<file path="src/rtl/sidetone_pkg.sv">
package sidetone_pkg;
  localparam int unsigned BUS_W   = 32;
  localparam int unsigned ADDR_W  = 8;
  localparam int unsigned SAMP_W  = 16;
  localparam logic [BUS_W-1:0] REV_VALUE = 32'h0001_0A03;

  localparam logic [ADDR_W-1:0] OFS_REV   = 8'h00;
  localparam logic [ADDR_W-1:0] OFS_CFG   = 8'h10;
  localparam logic [ADDR_W-1:0] OFS_ISTAT = 8'h18;
  localparam logic [ADDR_W-1:0] OFS_IMASK = 8'h1C;
  localparam logic [ADDR_W-1:0] OFS_GAIN  = 8'h24;
  localparam logic [ADDR_W-1:0] OFS_TAP   = 8'h28;
  localparam logic [ADDR_W-1:0] OFS_CTRL  = 8'h2C;

  localparam int unsigned EVT_W = 2;

  // Sticky status update: set events win over write-one-to-clear.
  function automatic logic [EVT_W-1:0] stat_next(input logic [EVT_W-1:0] cur,
                                                 input logic [EVT_W-1:0] clr,
                                                 input logic [EVT_W-1:0] set);
    return (cur & ~clr) | set;
  endfunction

  function automatic logic any_masked(input logic [EVT_W-1:0] stat,
                                      input logic [EVT_W-1:0] mask);
    return |(stat & mask);
  endfunction

  function automatic logic [BUS_W-1:0] pack_gains(input logic [SAMP_W-1:0] g0,
                                                  input logic [SAMP_W-1:0] g1);
    return {g1, g0};
  endfunction
endpackage

</file>
<file path="src/rtl/st_coef_store.sv">
module st_coef_store #(
  parameter int unsigned DEPTH  = 128,
  parameter int unsigned DATA_W = 16,
  localparam int unsigned IDX_W = $clog2(DEPTH),
  localparam int unsigned PTR_W = IDX_W + 1
) (
  input  logic              clk,
  input  logic              rst_n,
  input  logic              load_en,
  input  logic              port_wr,
  input  logic [DATA_W-1:0] wdata,
  input  logic [IDX_W-1:0]  rd_idx,
  output logic [DATA_W-1:0] rd_data,
  output logic              done,
  output logic [PTR_W-1:0]  ptr,
  output logic              load_evt,
  output logic              drop_evt
);
  localparam logic [PTR_W-1:0] LAST = PTR_W'(DEPTH - 1);
  localparam logic [PTR_W-1:0] FULL = PTR_W'(DEPTH);

  logic [DATA_W-1:0] table_q [DEPTH];
  logic              accept;

  assign accept   = port_wr && load_en && (ptr < FULL);
  assign load_evt = accept && (ptr == LAST);
  assign drop_evt = port_wr && load_en && (ptr == FULL);
  assign rd_data  = table_q[rd_idx];

  always_ff @(posedge clk or negedge rst_n) begin
    if (!rst_n) begin
      ptr  <= '0;
      done <= 1'b0;
    end else if (!load_en) begin
      ptr  <= '0;
      done <= 1'b0;
    end else if (accept) begin
      ptr <= ptr + 1'b1;
      if (load_evt) done <= 1'b1;
    end
  end

  for (genvar i = 0; i < DEPTH; i++) begin : g_tap
    always_ff @(posedge clk or negedge rst_n) begin
      if (!rst_n) table_q[i] <= '0;
      else if (accept && (ptr[IDX_W-1:0] == IDX_W'(i))) table_q[i] <= wdata;
    end
  end
endmodule

</file>
<file path="src/rtl/st_ctrl_regs.sv">
module st_ctrl_regs
  import sidetone_pkg::*;
(
  input  logic              clk,
  input  logic              rst_n,
  input  logic [ADDR_W-1:0] addr,
  input  logic              wr,
  input  logic [BUS_W-1:0]  wdata,
  input  logic              load_evt,
  input  logic              drop_evt,
  output logic              cfg_idle,
  output logic [EVT_W-1:0]  irq_stat,
  output logic [EVT_W-1:0]  irq_mask,
  output logic [SAMP_W-1:0] gain0,
  output logic [SAMP_W-1:0] gain1,
  output logic              ctl_en,
  output logic              ctl_wen,
  output logic              irq
);
  logic [EVT_W-1:0] clr_bits;
  logic [EVT_W-1:0] evt_bits;

  assign clr_bits = (wr && addr == OFS_ISTAT) ? wdata[EVT_W-1:0] : '0;
  assign evt_bits = {drop_evt, load_evt};
  assign irq      = any_masked(irq_stat, irq_mask);

  always_ff @(posedge clk or negedge rst_n) begin
    if (!rst_n) begin
      cfg_idle <= 1'b1;
      irq_stat <= '0;
      irq_mask <= '0;
      gain0    <= '0;
      gain1    <= '0;
      ctl_en   <= 1'b0;
      ctl_wen  <= 1'b0;
    end else begin
      irq_stat <= stat_next(irq_stat, clr_bits, evt_bits);
      if (wr) begin
        unique case (addr)
          OFS_CFG:   cfg_idle <= wdata[0];
          OFS_IMASK: irq_mask <= wdata[EVT_W-1:0];
          OFS_GAIN: begin
            gain0 <= wdata[SAMP_W-1:0];
            gain1 <= wdata[2*SAMP_W-1:SAMP_W];
          end
          OFS_CTRL: begin
            ctl_en  <= wdata[0];
            ctl_wen <= wdata[1];
          end
          default: ;
        endcase
      end
    end
  end
endmodule

</file>
<file path="src/rtl/sidetone_regif.sv">
module sidetone_regif
  import sidetone_pkg::*;
#(
  parameter int unsigned DEPTH = 128,
  localparam int unsigned IDX_W = $clog2(DEPTH),
  localparam int unsigned PTR_W = IDX_W + 1
) (
  input  logic              clk,
  input  logic              rst_n,
  input  logic [ADDR_W-1:0] bus_addr,
  input  logic              bus_wr,
  input  logic              bus_rd,
  input  logic [BUS_W-1:0]  bus_wdata,
  output logic [BUS_W-1:0]  bus_rdata,
  input  logic              port_en_i,
  input  logic [IDX_W-1:0]  coef_idx_i,
  output logic [SAMP_W-1:0] coef_o,
  output logic [SAMP_W-1:0] gain0_o,
  output logic [SAMP_W-1:0] gain1_o,
  output logic              st_active_o,
  output logic              idle_ok_o,
  output logic              irq_o
);
  logic             coef_port_wr;
  logic             coef_done;
  logic [PTR_W-1:0] wr_ptr;
  logic             load_evt;
  logic             drop_evt;
  logic             cfg_idle;
  logic [EVT_W-1:0] irq_stat;
  logic [EVT_W-1:0] irq_mask;
  logic             ctrl_en;
  logic             ctrl_wen;

  assign coef_port_wr = bus_wr && (bus_addr == OFS_TAP);

  st_ctrl_regs u_regs (
    .clk      (clk),
    .rst_n    (rst_n),
    .addr     (bus_addr),
    .wr       (bus_wr),
    .wdata    (bus_wdata),
    .load_evt (load_evt),
    .drop_evt (drop_evt),
    .cfg_idle (cfg_idle),
    .irq_stat (irq_stat),
    .irq_mask (irq_mask),
    .gain0    (gain0_o),
    .gain1    (gain1_o),
    .ctl_en   (ctrl_en),
    .ctl_wen  (ctrl_wen),
    .irq      (irq_o)
  );

  st_coef_store #(.DEPTH(DEPTH), .DATA_W(SAMP_W)) u_store (
    .clk      (clk),
    .rst_n    (rst_n),
    .load_en  (ctrl_wen),
    .port_wr  (coef_port_wr),
    .wdata    (bus_wdata[SAMP_W-1:0]),
    .rd_idx   (coef_idx_i),
    .rd_data  (coef_o),
    .done     (coef_done),
    .ptr      (wr_ptr),
    .load_evt (load_evt),
    .drop_evt (drop_evt)
  );

  assign st_active_o = ctrl_en && port_en_i;
  assign idle_ok_o   = cfg_idle;

  always_comb begin
    bus_rdata = '0;
    if (bus_rd) begin
      unique case (bus_addr)
        OFS_REV:   bus_rdata = REV_VALUE;
        OFS_CFG:   bus_rdata = BUS_W'(cfg_idle);
        OFS_ISTAT: bus_rdata = BUS_W'(irq_stat);
        OFS_IMASK: bus_rdata = BUS_W'(irq_mask);
        OFS_GAIN:  bus_rdata = pack_gains(gain0_o, gain1_o);
        OFS_CTRL:  bus_rdata = BUS_W'({coef_done, ctrl_wen, ctrl_en});
        default:   bus_rdata = '0;
      endcase
    end
  end
endmodule

</file>
<file path="config.mk">
export PLATFORM = sky130hd
export DESIGN_NAME = sidetone_regif
export DESIGN_NICKNAME = d
export VERILOG_FILES = /design/src/rtl/sidetone_pkg.sv /design/src/rtl/st_coef_store.sv /design/src/rtl/st_ctrl_regs.sv /design/src/rtl/sidetone_regif.sv
export SDC_FILE = /design/constraint.sdc
export NUM_CORES = 2
export LEC_CHECK = 0
export CORE_ASPECT_RATIO = 2
export CORE_UTILIZATION = 60
export DETAILED_ROUTE_END_ITERATION = 12
export PLACE_DENSITY = 0.81
export SYNTH_ARGS = -nofsm -noshare
export SYNTH_HDL_FRONTEND = slang
export SYNTH_SLANG_ARGS = --single-unit
</file>
<file path="constraint.sdc">
create_clock -name clk -period 4.5 [get_ports clk]
set_clock_uncertainty 0.05 [all_clocks]
set_input_delay 0.9 -clock clk [delete_from_list [all_inputs] [get_ports clk]]
set_output_delay 0.9 -clock clk [all_outputs]
set_load 0.005 [all_outputs]
</file>
==> results.md <==
* CTS tree: yes
* Fin. Hold Viols at 0
* Dominant synthesized flop cell: dfrtp_1
* First-pass detailed-route iteration total at 5
* Worst Hold Class: reg2reg
* Final WL at 261000 um
* Setup Crit Path Kind: in2out
* Register area share after synthesis at 54.8%
* Tcrit/Tclk final at 106%
* Setup violations, final at 16
* Layout cell share with drive strength beyond 1 at 60.8%
* Syn Nets at 5744
* Power Density at 334 nW/um^2
* Fmax at 0.209 GHz
* Critical Path Source Type: input pin
* Critical Path Sink Type: output pin
* Most common cell after layout, fill and taps aside: dfrtp_1
* DP HPWL at 169000 um
* Post-layout power at 37.0 mW
* PnR worst setup slack at -0.287 ns
* Vias in the first global route at 60200
* FF-to-FF setup slack at 0.97 ns
* DR iter-0 viols at 4100
* Post-synthesis register bit count at 2096
* Worst Path Max Fanout at 6
* CTS clk-pin slew, worst paths at 0.07 ns
* Rel. slew slack at 15.5%
* CTS Buf Count at 184
* CTS H-tree depth at 4
* Largest net degree at the start of global routing at 184
* Post-route DRC at 0
* Worst slew pin tran at 1.27 ns
* Number of synthesized flops with an enable pin at 0
* RD Place Congestion at 0.880
* Core area at 158000 um^2
* Final net count at 6042
* Data required time at the worst endpoint at 3.55 ns
* Starting Density at 60.6%
* Cell count after synthesis at 5688
* Global-route wire length before repair at 393000 um
* Vias at 54600
* Max Cap Violations at 0
* Die X at 284 um
* CTS Buffer Depth at 4
* Root buf cell: clkbuf_16
* IO Port Bufs at 134
* Initial antenna violation count at 5
* Yosys warns at 0
* Via density at 6.65
* Mapped Area at 95700 um^2
* Worst slack, placed at -0.660 ns
* Top-area cell type share of the netlist area at 54.8%
* Async S/R FF share, synth at 100%
* Synth area leaders: dfrtp_1 55%, mux2_2 25%, mux4_2 16%
* Synth cell types at 51
* Clock latency on the worst-skew pair at 0.84 ns
* Run status: complete, but fails checks
* Leak at 53.6 nW
* RSZ-0062 raised after global routing: yes
* Row cnt at 206
* Hold Slack at 0.435 ns
* Syn avg cell area at 16.8 um^2
* Drt wl/cell at 31.8 um
* Final ANT Viol Nets at 0
* Clock sink count at 2096
* Most frequent cells in the layout: 2095 x dfrtp_1, 2084 x mux2_2, 672 x mux4_2
* Maximum VDD drop at 0.285 mV
* GRT overflow at 0
* Failing checks: setup timing
* Tmin final at 4.79 ns
* Worst Path Arrival at 3.84 ns
* GRT Total Usage at 33.1%
* Fillers at 9749
* Die Ht at 567 um
* Area grow syn2layout at 15.6%
* Leading area contributor after synthesis: dfrtp_1
* Die area at 161000 um^2
* Slew Viols, Final at 0
* Ports at 135
path summary, 6_finish.rpt:
path                                       startpoint                                end  cells after the start
max reg2reg                u_regs.ctl_wen$_DFFE_PN0P_   u_store.table_q[874]$_DFFE_PN0P_                      7
min in group asynchronous                       rst_n   u_store.table_q[609]$_DFFE_PN0P_                      2
min reg2reg                  u_store.done$_DFFE_PN0P_           u_store.done$_DFFE_PN0P_                      1
max in group asynchronous                       rst_n  u_store.table_q[1800]$_DFFE_PN0P_                      4
min                          u_store.done$_DFFE_PN0P_           u_store.done$_DFFE_PN0P_                      1
max                                     coef_idx_i[0]                          coef_o[7]                     11
logic make-up after synthesis:
logic type               share of synthesized area [%]
AO/OA/AOI/OAI                                    0.167
adder cells (fa/ha/maj)                         0.0523
AND/OR/NAND/NOR                                   1.75
XOR/XNOR                                        0.0183
buffers and inverters                             2.62
multiplexers                                      40.6
flip-flops                                        54.8
layer usage:
| layer | vias up | global-route usage, % | share of wire, % |
|---|---|---|---|
| met3 | 843 | 4.54 | 5.3 |
| met5 | - | 0 | 0.0088 |
| met2 | 2119 | 56.7 | 52 |
| met1 | 29700 | 38.0 | 34 |
| met4 | 4 | 24.0 | 8.5 |
| li1 | 21900 | - | - |
synthesized netlist by cell type (2+ instances only):
master and number:
inv_1 5, nor3_1 5, dfrtp_1 2095, clkbuf_1 338, a21o_1 3, o21a_1 2, buf_1 34, or4b_2 2
and3_1 26, buf_6 22, nor2b_1 10, mux4_2 672, nor2_8 20, nand3b_1 3, mux2i_1 2, buf_2 123
or4_1 2, buf_4 25, nor4b_1 3, a21oi_1 8, and2_1 2, nand3_1 27, nand2_1 29, nor2_1 25
nor2_2 58, or3_1 3, nand3_2 10, a22o_1 2, buf_12 2, ha_1 4, o21ai_0 7, mux2_2 2100
final cells by class:
cell class              instances  area, um^2  share of cell area [%]
inverters                       5        18.8                  0.0170
diodes                          4        10.0                 0.00905
clock buffers                 269        5420                    4.90
multi-input cells            3043       40800                    36.9
flip-flops and latches       2096       52500                    47.4
well taps                    2080        2600                    2.35
repair buffers                656        8620                    7.79
clock inverters                55         677                   0.612
state kept, by name, summed over array words and instances, names as in the netlist:
signal / cells
u_store.table_q: 2048
u_regs.gain0: 16
u_regs.gain1: 16
u_store.ptr: 8
u_regs.irq_mask: 2
u_regs.irq_stat: 2
u_regs.cfg_idle: 1
u_regs.ctl_en: 1
u_regs.ctl_wen: 1
u_store.done: 1
worst max-delay path: stages:
cell and delay [ns]:
buf_16 0.14, buf_16 0.16, buf_12 0.14, buf_16 0.12, buf_12 0.13, buf_6 0.10, mux4_2 0.47, mux4_2 0.57
mux4_2 0.61, mux2_4 0.34, buf_6 0.12
stage by stage:
| step | TNS (ns) | util [%] | instances | instance area [um^2] |
|---|---|---|---|---|
| 4_1_cts | -3.55 | 69.9 | 8180 | 110000 |
| 2_1_floorplan | 0 | - | 5688 | 95700 |
| 3_3_place_gp | -8.54 | 65.0 | 7757 | 103000 |
| 6_report | -3.43 | 70.0 | 8208 | 111000 |
| 3_5_place_dp | -8.66 | 65.0 | 7757 | 103000 |
| 5_1_grt | -3.34 | 70.0 | 8205 | 111000 |
power by group:
group / total (mW) / internal, mW / switching [mW]
clock: 16.2 / 9.16 / 7.07
combinational: 1.87 / 0.677 / 1.19
sequential: 18.9 / 18.8 / 0.0143
timing repair:
item | 4_1_cts | 5_1_grt
gates resized for setup | 151 | 31
gates cloned | 12 | 2
pin swaps | 0 | 0
endpoints found under the setup margin | 16 | 16
setup buffers | 88 | 28
hold endpoints to repair | 27 | 0
hold buffers | 1 | 0
(Power assumes the default switching activity.)
